==> src/rtl/ppg_pkg.sv <==
package ppg_pkg;

    typedef enum logic [1:0] {
        MODE_IND   = 2'd0,
        MODE_PRE   = 2'd1,
        MODE_CASC  = 2'd2,
        MODE_CASCB = 2'd3
    } mode_e;

    typedef struct packed {
        logic [1:0] rsvd;
        logic       ie;
        logic       flag;
        logic       oe;
        logic [2:0] sel;
    } ctrl_t;

    localparam logic [1:0] A_CTRL  = 2'd0;
    localparam logic [1:0] A_CYCLE = 2'd1;
    localparam logic [1:0] A_MODE  = 2'd2;

    localparam int FLAG_BIT = 4;
    localparam int LVL_BIT  = 2;

    function automatic logic is_casc(input mode_e m);
        return m[1];
    endfunction

    function automatic logic uses_partner(input mode_e m);
        return m != MODE_IND;
    endfunction

endpackage

==> src/rtl/ppg_regs.sv <==
module ppg_regs
    import ppg_pkg::*;
#(
    parameter int CNT_W = 8
) (
    input  logic             clk,
    input  logic             rst,
    input  logic             wr,
    input  logic             rd,
    input  logic             rmw,
    input  logic [1:0]       addr,
    input  logic [7:0]       wdata,
    input  logic             uf_set,
    input  logic             level,
    output ctrl_t            ctrl,
    output logic [CNT_W-1:0] cycle,
    output mode_e            mode,
    output logic             lvl_wr,
    output logic             lvl_wdata,
    output logic [7:0]       rdata
);
    logic ctrl_wr, cyc_wr, mode_wr;

    assign ctrl_wr   = wr && addr == A_CTRL;
    assign cyc_wr    = wr && addr == A_CYCLE;
    assign mode_wr   = wr && addr == A_MODE;
    assign lvl_wr    = mode_wr;
    assign lvl_wdata = wdata[LVL_BIT];

    always_ff @(posedge clk) begin
        if (rst) begin
            ctrl  <= '0;
            cycle <= '0;
            mode  <= MODE_IND;
        end else begin
            if (ctrl_wr) begin
                ctrl.ie  <= wdata[5];
                ctrl.oe  <= wdata[3];
                ctrl.sel <= wdata[2:0];
            end
            if (uf_set)
                ctrl.flag <= 1'b1;
            else if (ctrl_wr && !wdata[FLAG_BIT])
                ctrl.flag <= 1'b0;
            if (cyc_wr)
                cycle <= wdata[CNT_W-1:0];
            if (mode_wr)
                mode <= mode_e'(wdata[1:0]);
        end
    end

    always_comb begin
        rdata = '0;
        if (rd) begin
            unique case (addr)
                A_CTRL:  rdata = {2'b00, ctrl.ie, ctrl.flag | rmw, ctrl.oe, ctrl.sel};
                A_CYCLE: rdata = 8'(cycle);
                A_MODE:  rdata = {5'b0, level, mode};
                default: rdata = '0;
            endcase
        end
    end


    flag_clear_chk: assert property (@(posedge clk) disable iff (rst)
        (ctrl_wr && !wdata[FLAG_BIT] && !uf_set) |=> !ctrl.flag);


    set_wins_chk: assert property (@(posedge clk) disable iff (rst)
        uf_set |=> ctrl.flag);


    rsvd_read_chk: assert property (@(posedge clk) disable iff (rst)
        (rd && addr == A_CTRL) |-> rdata[7:6] == 2'b00);


    rmw_read_chk: assert property (@(posedge clk) disable iff (rst)
        (rd && rmw && addr == A_CTRL) |-> rdata[FLAG_BIT]);

endmodule

==> src/rtl/ppg_counter.sv <==
module ppg_counter
    import ppg_pkg::*;
#(
    parameter int CNT_W = 8,
    parameter int SEL_W = 3,
    localparam int NTICK = 1 << SEL_W
) (
    input  logic             clk,
    input  logic             rst,
    input  logic [NTICK-1:0] tick,
    input  logic [SEL_W-1:0] sel,
    input  mode_e            mode,
    input  logic             partner_uf,
    input  logic [CNT_W-1:0] cycle,
    input  logic             lvl_wr,
    input  logic             lvl_wdata,
    output logic             uf,
    output logic             level
);
    logic [CNT_W-1:0] cnt;
    logic [NTICK-1:0] hit;
    logic             tick_sel, strobe, casc;

    for (genvar i = 0; i < NTICK; i++) begin : g_sel
        assign hit[i] = tick[i] && (sel == SEL_W'(i));
    end

    assign tick_sel = |hit;
    assign casc     = is_casc(mode);
    assign strobe   = uses_partner(mode) ? partner_uf : tick_sel;
    assign uf       = strobe && cnt == '0;

    always_ff @(posedge clk) begin
        if (rst) begin
            cnt   <= '0;
            level <= 1'b0;
        end else begin
            if (strobe)
                cnt <= uf ? cycle : cnt - 1'b1;
            if (lvl_wr)
                level <= lvl_wdata;
            else if (uf && !casc)
                level <= ~level;
        end
    end


    reload_chk: assert property (@(posedge clk) disable iff (rst)
        (strobe && cnt == '0) |=> cnt == $past(cycle));


    casc_level_chk: assert property (@(posedge clk) disable iff (rst)
        (casc && !lvl_wr) |=> $stable(level));

endmodule

==> src/rtl/ppg_pinmux.sv <==
module ppg_pinmux (
    input  logic oe,
    input  logic level,
    input  logic gpio_out,
    input  logic gpio_oe,
    output logic pin_out,
    output logic pin_oe
);
    assign pin_out = oe ? level : gpio_out;
    assign pin_oe  = oe | gpio_oe;
endmodule

==> src/rtl/ppg_channel.sv <==
module ppg_channel
    import ppg_pkg::*;
#(
    parameter int CNT_W = 8,
    parameter int SEL_W = 3,
    localparam int NTICK = 1 << SEL_W
) (
    input  logic             clk,
    input  logic             rst,
    input  logic             bus_wr,
    input  logic             bus_rd,
    input  logic             bus_rmw,
    input  logic [1:0]       bus_addr,
    input  logic [7:0]       bus_wdata,
    output logic [7:0]       bus_rdata,
    input  logic [NTICK-1:0] tick,
    input  logic             partner_uf,
    input  logic             gpio_out,
    input  logic             gpio_oe,
    output logic             uf_out,
    output logic             irq,
    output logic             pin_out,
    output logic             pin_oe
);
    ctrl_t            ctrl;
    logic [CNT_W-1:0] cycle;
    mode_e            mode;
    logic             lvl_wr, lvl_wdata, level, uf, uf_set;

    assign uf_set = uf && !is_casc(mode);
    assign uf_out = uf;
    assign irq    = ctrl.flag && ctrl.ie;

    ppg_regs #(.CNT_W(CNT_W)) regs_i (
        .clk(clk), .rst(rst), .wr(bus_wr), .rd(bus_rd), .rmw(bus_rmw),
        .addr(bus_addr), .wdata(bus_wdata), .uf_set(uf_set), .level(level),
        .ctrl(ctrl), .cycle(cycle), .mode(mode), .lvl_wr(lvl_wr),
        .lvl_wdata(lvl_wdata), .rdata(bus_rdata)
    );

    ppg_counter #(.CNT_W(CNT_W), .SEL_W(SEL_W)) cnt_i (
        .clk(clk), .rst(rst), .tick(tick), .sel(ctrl.sel[SEL_W-1:0]),
        .mode(mode), .partner_uf(partner_uf), .cycle(cycle),
        .lvl_wr(lvl_wr), .lvl_wdata(lvl_wdata), .uf(uf), .level(level)
    );

    ppg_pinmux pin_i (
        .oe(ctrl.oe), .level(level), .gpio_out(gpio_out), .gpio_oe(gpio_oe),
        .pin_out(pin_out), .pin_oe(pin_oe)
    );


    flag_source_chk: assert property (@(posedge clk) disable iff (rst)
        $rose(ctrl.flag) |-> $past(uf && !is_casc(mode)));


    irq_enable_chk: assert property (@(posedge clk) disable iff (rst)
        irq |-> (ctrl.ie && ctrl.flag));


    pin_gpio_chk: assert property (@(posedge clk) disable iff (rst)
        !ctrl.oe |-> (pin_out == gpio_out && pin_oe == gpio_oe));

endmodule

==> config.mk <==
export PLATFORM = sky130hd
export DESIGN_NAME = ppg_channel
export DESIGN_NICKNAME = d
export VERILOG_FILES = /design/src/rtl/ppg_pkg.sv /design/src/rtl/ppg_regs.sv /design/src/rtl/ppg_counter.sv /design/src/rtl/ppg_pinmux.sv /design/src/rtl/ppg_channel.sv
export SDC_FILE = /design/constraint.sdc
export NUM_CORES = 1
export LEC_CHECK = 0
export BUFFER_PORTS_ARGS = -buffer_cell sky130_fd_sc_hd__buf_4
export CAP_MARGIN = 15
export CORE_ASPECT_RATIO = 1.2
export CORE_MARGIN = 5
export CORE_UTILIZATION = 56
export CTS_CLUSTER_SIZE = 14
export DETAILED_ROUTE_END_ITERATION = 10
export GPL_ROUTABILITY_DRIVEN = 0
export PLACE_DENSITY = 0.87
export SLEW_MARGIN = 20
export SYNTH_ARGS = -nofsm -noshare
export SYNTH_HDL_FRONTEND = slang
export SYNTH_HIERARCHICAL = 1
export SYNTH_SLANG_ARGS = --single-unit
==> constraint.sdc <==
create_clock -name clk -period 4.1 [get_ports clk]
set_input_delay 0.82 -clock clk [delete_from_list [all_inputs] [get_ports clk]]
set_output_delay 0.82 -clock clk [all_outputs]
set_load 0.1 [all_outputs]
Word level (Yosys, flattened, before mapping):

Index checks and enable logic that the tools add are counted.
W data, S select, Z words.

* flip-flop bits (word level): 25
* input port bits: 26
* logic and storage cells: 54

* add/sub/neg operators: 1
* equal/unequal tests: 9
* multiplexer cells: 9
* bitwise gates (word level): 3
* reduce and logical (&&, ||, !) cells: 24

Operator list (count)
* $pmux W8 S3: 1
* $mux W8: 2
* $logic_and A1 B1 Y1: 15
* $eq A3 B3 Y1 const B: 4
* $logic_not A8 Y1: 1
* $reduce_or A8 Y1: 1
* $sub A8 B1 Y8 const B: 1
* $eq A3 B2 Y1 const B: 2
* $mux W1: 6
* $reduce_bool A2 Y1: 3
* $eq A3 B1 Y1 const B: 1
* $logic_not A3 Y1: 1
* $eq A2 B1 Y1 const B: 1
* $eq A2 B2 Y1 const B: 1
* $logic_not A1 Y1: 2
* $logic_not A2 Y1: 1
* $or A1 B1 Y1: 2
* $not A1 Y1: 1

Logic depth before layout (Yosys ltp):

* depth after elaboration: 8
* gate-level depth with buffers: 8
* gate-level depth less buffers: 8

Cells and area by module:

Netlist, hierarchy kept.

Modules (own cells, without submodules)
* ppg_regs: instances 1, cells each 93, area an instance 789.5 um^2
* ppg_counter: instances 1, cells each 73, area an instance 590.6 um^2
* ppg_pinmux: instances 1, cells each 2, area an instance 21.3 um^2
* ppg_channel: instances 1, cells each 2, area an instance 20.0 um^2

Worst setup path after synthesis:

Ideal clock, no wire load.

* path kind: input to output
* start: input port bus_addr[1]
* end: output port bus_rdata[4]
* data arrival time: 3218 ps
* data required time: 3280 ps
* slack: 62 ps
* stages on the path: 3
* buffers on the path: 1
* path through: buf_6 > nand2b_2 > nor3_1

* word-level cells in the longest chain between the ends: 3
* elaborated cells between the ends (all ways): 5
* classes of those cells: 2 x eq/ne; 2 x mux; 1 x reduce/logical

RTL lines
* start: declaration: line ppg_channel.sv:13 `input logic [1:0] bus_addr,`
* $eq A2 B2 Y1, or another cell as far along: line ppg_regs.sv:55 `unique case (addr)`
* $pmux W8 S3 *: line ppg_regs.sv:55
* $mux W8 *: line ppg_regs.sv:54 `if (rd) begin`
* end: declaration: line ppg_channel.sv:15 `output logic [7:0] bus_rdata,`

Every way passes the cells marked *; elsewhere a longest branch is shown, timed or not.

Worst setup path in the final report:

* start: register cnt_i.cnt[0]
* end: output port uf_out

* word-level cells in the longest chain between the ends: 2

RTL lines
* start: declaration: line ppg_counter.sv:20 `logic [CNT_W-1:0] cnt;`
* start signal: assignment: line ppg_counter.sv:39 `cnt <= uf ? cycle : cnt - 1'b1;`
* $logic_not A8 Y1: line ppg_counter.sv:31 `assign uf = strobe && cnt == '0;`
* $logic_and A1 B1 Y1: line ppg_counter.sv:31
* end: declaration: line ppg_channel.sv:20 `output logic uf_out,`

Every way passes these cells.

==> metrics.csv <==
stage,metric,value,unit
floorplan,num_rows,19,
sta,setup_viol,0,
sta,finClkSkew,0.00905,ns
cells_and_area,final.fill_count,181,
placed_design,place_ws,0.867,ns
clocking,htreeDepth,1,
route,postRouteAntennaNets,0,
cells_and_area,final_common_cell,buf_4,
placed_design,dp_hpwl,2.88,mm
clocking,clk_pin_slew_worst_paths,0.15,ns
pwr,total_power,0.952,mW
yosys,syn_area,1400,um^2
setup_path,worst_ep_required_time,3.28,ns
floorplan,start_util,59.6,%
cells_and_area,diodes,0,
setup_path,start_kind,flip-flop,
route,wl_per_cell,16.3,um
sta,rsz0062_at_grt,false,
clocking,clockBufferDepth,2,
sta,slew_headroom,49.9,%
hold_path,hp-class,reg -> reg,
global_route,antenna_found_initial,0,
clocking,root_buffer,clkbuf_4,
clocking,insertion_delay,0.34,ns
sta,fin_crit,3.27,ns
route,drt_iter0_drc,49,
clocking,cts_tree,built,
floorplan,fp.dieW,55.7,um
floorplan,io_pins,38,
route,drc,0,
pwr,ir_worst_vdd,0.413,mV
setup_path,critical_path_peak_fanout,8,
yosys,synth_nets,194,
global_route,grt_util_all_layers,21.6,%
clocking,cts_buffers,3,
sta,timing.fmax,306,MHz
sta,worst_pin_slew,0.745,ns
setup_path,arrival,2.45,ns
route,routed_wl,3.77,mm
clocking,cts.repair.resized,0,
floorplan,dieArea,3610,um^2
global_route,grt-ovfl-total,0,
route,dr.pass1.iters,4,
global_route,grt_pass1_vias,1416,
route,viasPerCell,5.90,
floorplan,core,2350,um^2
yosys,synthCells,167,
cells_and_area,layout-drive-gt1-share,25.5,%
pwr,p_leak,0.722,nW
pwr,cellPowerDensity,560,nW/um^2
cells_and_area,area_growth,21.1,%
sta,finalWorstSetupSlack,0.833,ns
yosys,ys_warn_count,6,
setup_path,end_kind,primary output,
flow_run,maxCapViolations,0,
floorplan,die_h,64.8,um
route,dr_total_vias,1364,
sta,drv_slew,0,
clocking,cts.sinks,25,
outcome,status,finished clean,
yosys,syn_area_per_cell,8.40,um^2
sta,hold_violations,0,
cells_and_area,final_cell_mix,"buf_4, dfxtp_1, nand2_1, nor2_1, a21oi_1",
sta,setup_tns,0,ns
placed_design,portBuffers,37,
setup_path,criticalPathCategory,reg -> out,
clocking,cts_hold_buf,0,
global_route,grt_max_degree,26,
cells_and_area,final_nets,228,
sta,period_share,79.7,%
clocking,postCtsSetupBuffers,0,
global_route,grt_pass1_wl,6.20,mm
cells_and_area,post-route-util,72.2,%
[path summary, 6_finish.rpt]
| path | startpoint | end | slack [ns] | cells after the start |
|---|---|---|---|---|
| setup / recovery | cnt_i/cnt[0]$_SDFFE_PP0P_ | uf_out | 0.83 | 6 |
| hold / removal | regs_i/cycle[1]$_SDFFE_PP0P_ | regs_i/cycle[1]$_SDFFE_PP0P_ | 0.49 | 2 |
| setup reg to reg | cnt_i/cnt[0]$_SDFFE_PP0P_ | regs_i/ctrl[4]$_SDFFE_PP0P_ | 1.79 | 8 |
| hold reg to reg | regs_i/cycle[1]$_SDFFE_PP0P_ | regs_i/cycle[1]$_SDFFE_PP0P_ | 0.49 | 2 |
[report_power, final]
group          switching (mW)  total [mW]  internal [mW]
Sequential             0.0438       0.334          0.290
Clock                  0.0814       0.119         0.0375
Combinational           0.306       0.499          0.193
Total                   0.432       0.952          0.520
[registers in the layout (all words and copies together) (netlist names)]
register,count
cnt_i/cnt,8
cnt_i/level,1
regs_i/ctrl,6
regs_i/cycle,8
regs_i/mode,2
[area by class of cell]
type	count	area [um^2]	share of cell area [%]
clock buffers	3	22.5	1.33
clock inverters	1	7.51	0.442
inverters	6	22.5	1.33
multi-input cells	128	830	48.8
flip-flops and latches	25	500	29.5
well taps	31	38.8	2.28
repair buffers	37	278	16.3
[stage by stage]
step	cell area (um^2)	instances	hold slack (ns)
finish	1700	231	0.494
floorplan	1400	167	0.445
detailed placement	1670	227	0.472
global placement	1670	227	0.461
CTS	1700	231	0.491
global route	1700	231	0.508
[metal layers]
layer	part of all wire, %	wire (um)	vias to the layer above	GRT usage, %
li1	-	-	659	-
met1	39	1460	629	22.9
met3	5.6	211	13	3.77
met4	3.7	139	0	12.5
met5	0	0	-	0
met2	52	1960	63	39.9
[critical path, cell delays in order (launching register included)]
cell     delay, ns
dfxtp_1       0.35
inv_1         0.10
ha_1          0.20
nor3b_1       0.53
nand3_1       0.39
nor2_1        0.23
buf_4         0.32
Power figures use the tool's default switching activity.
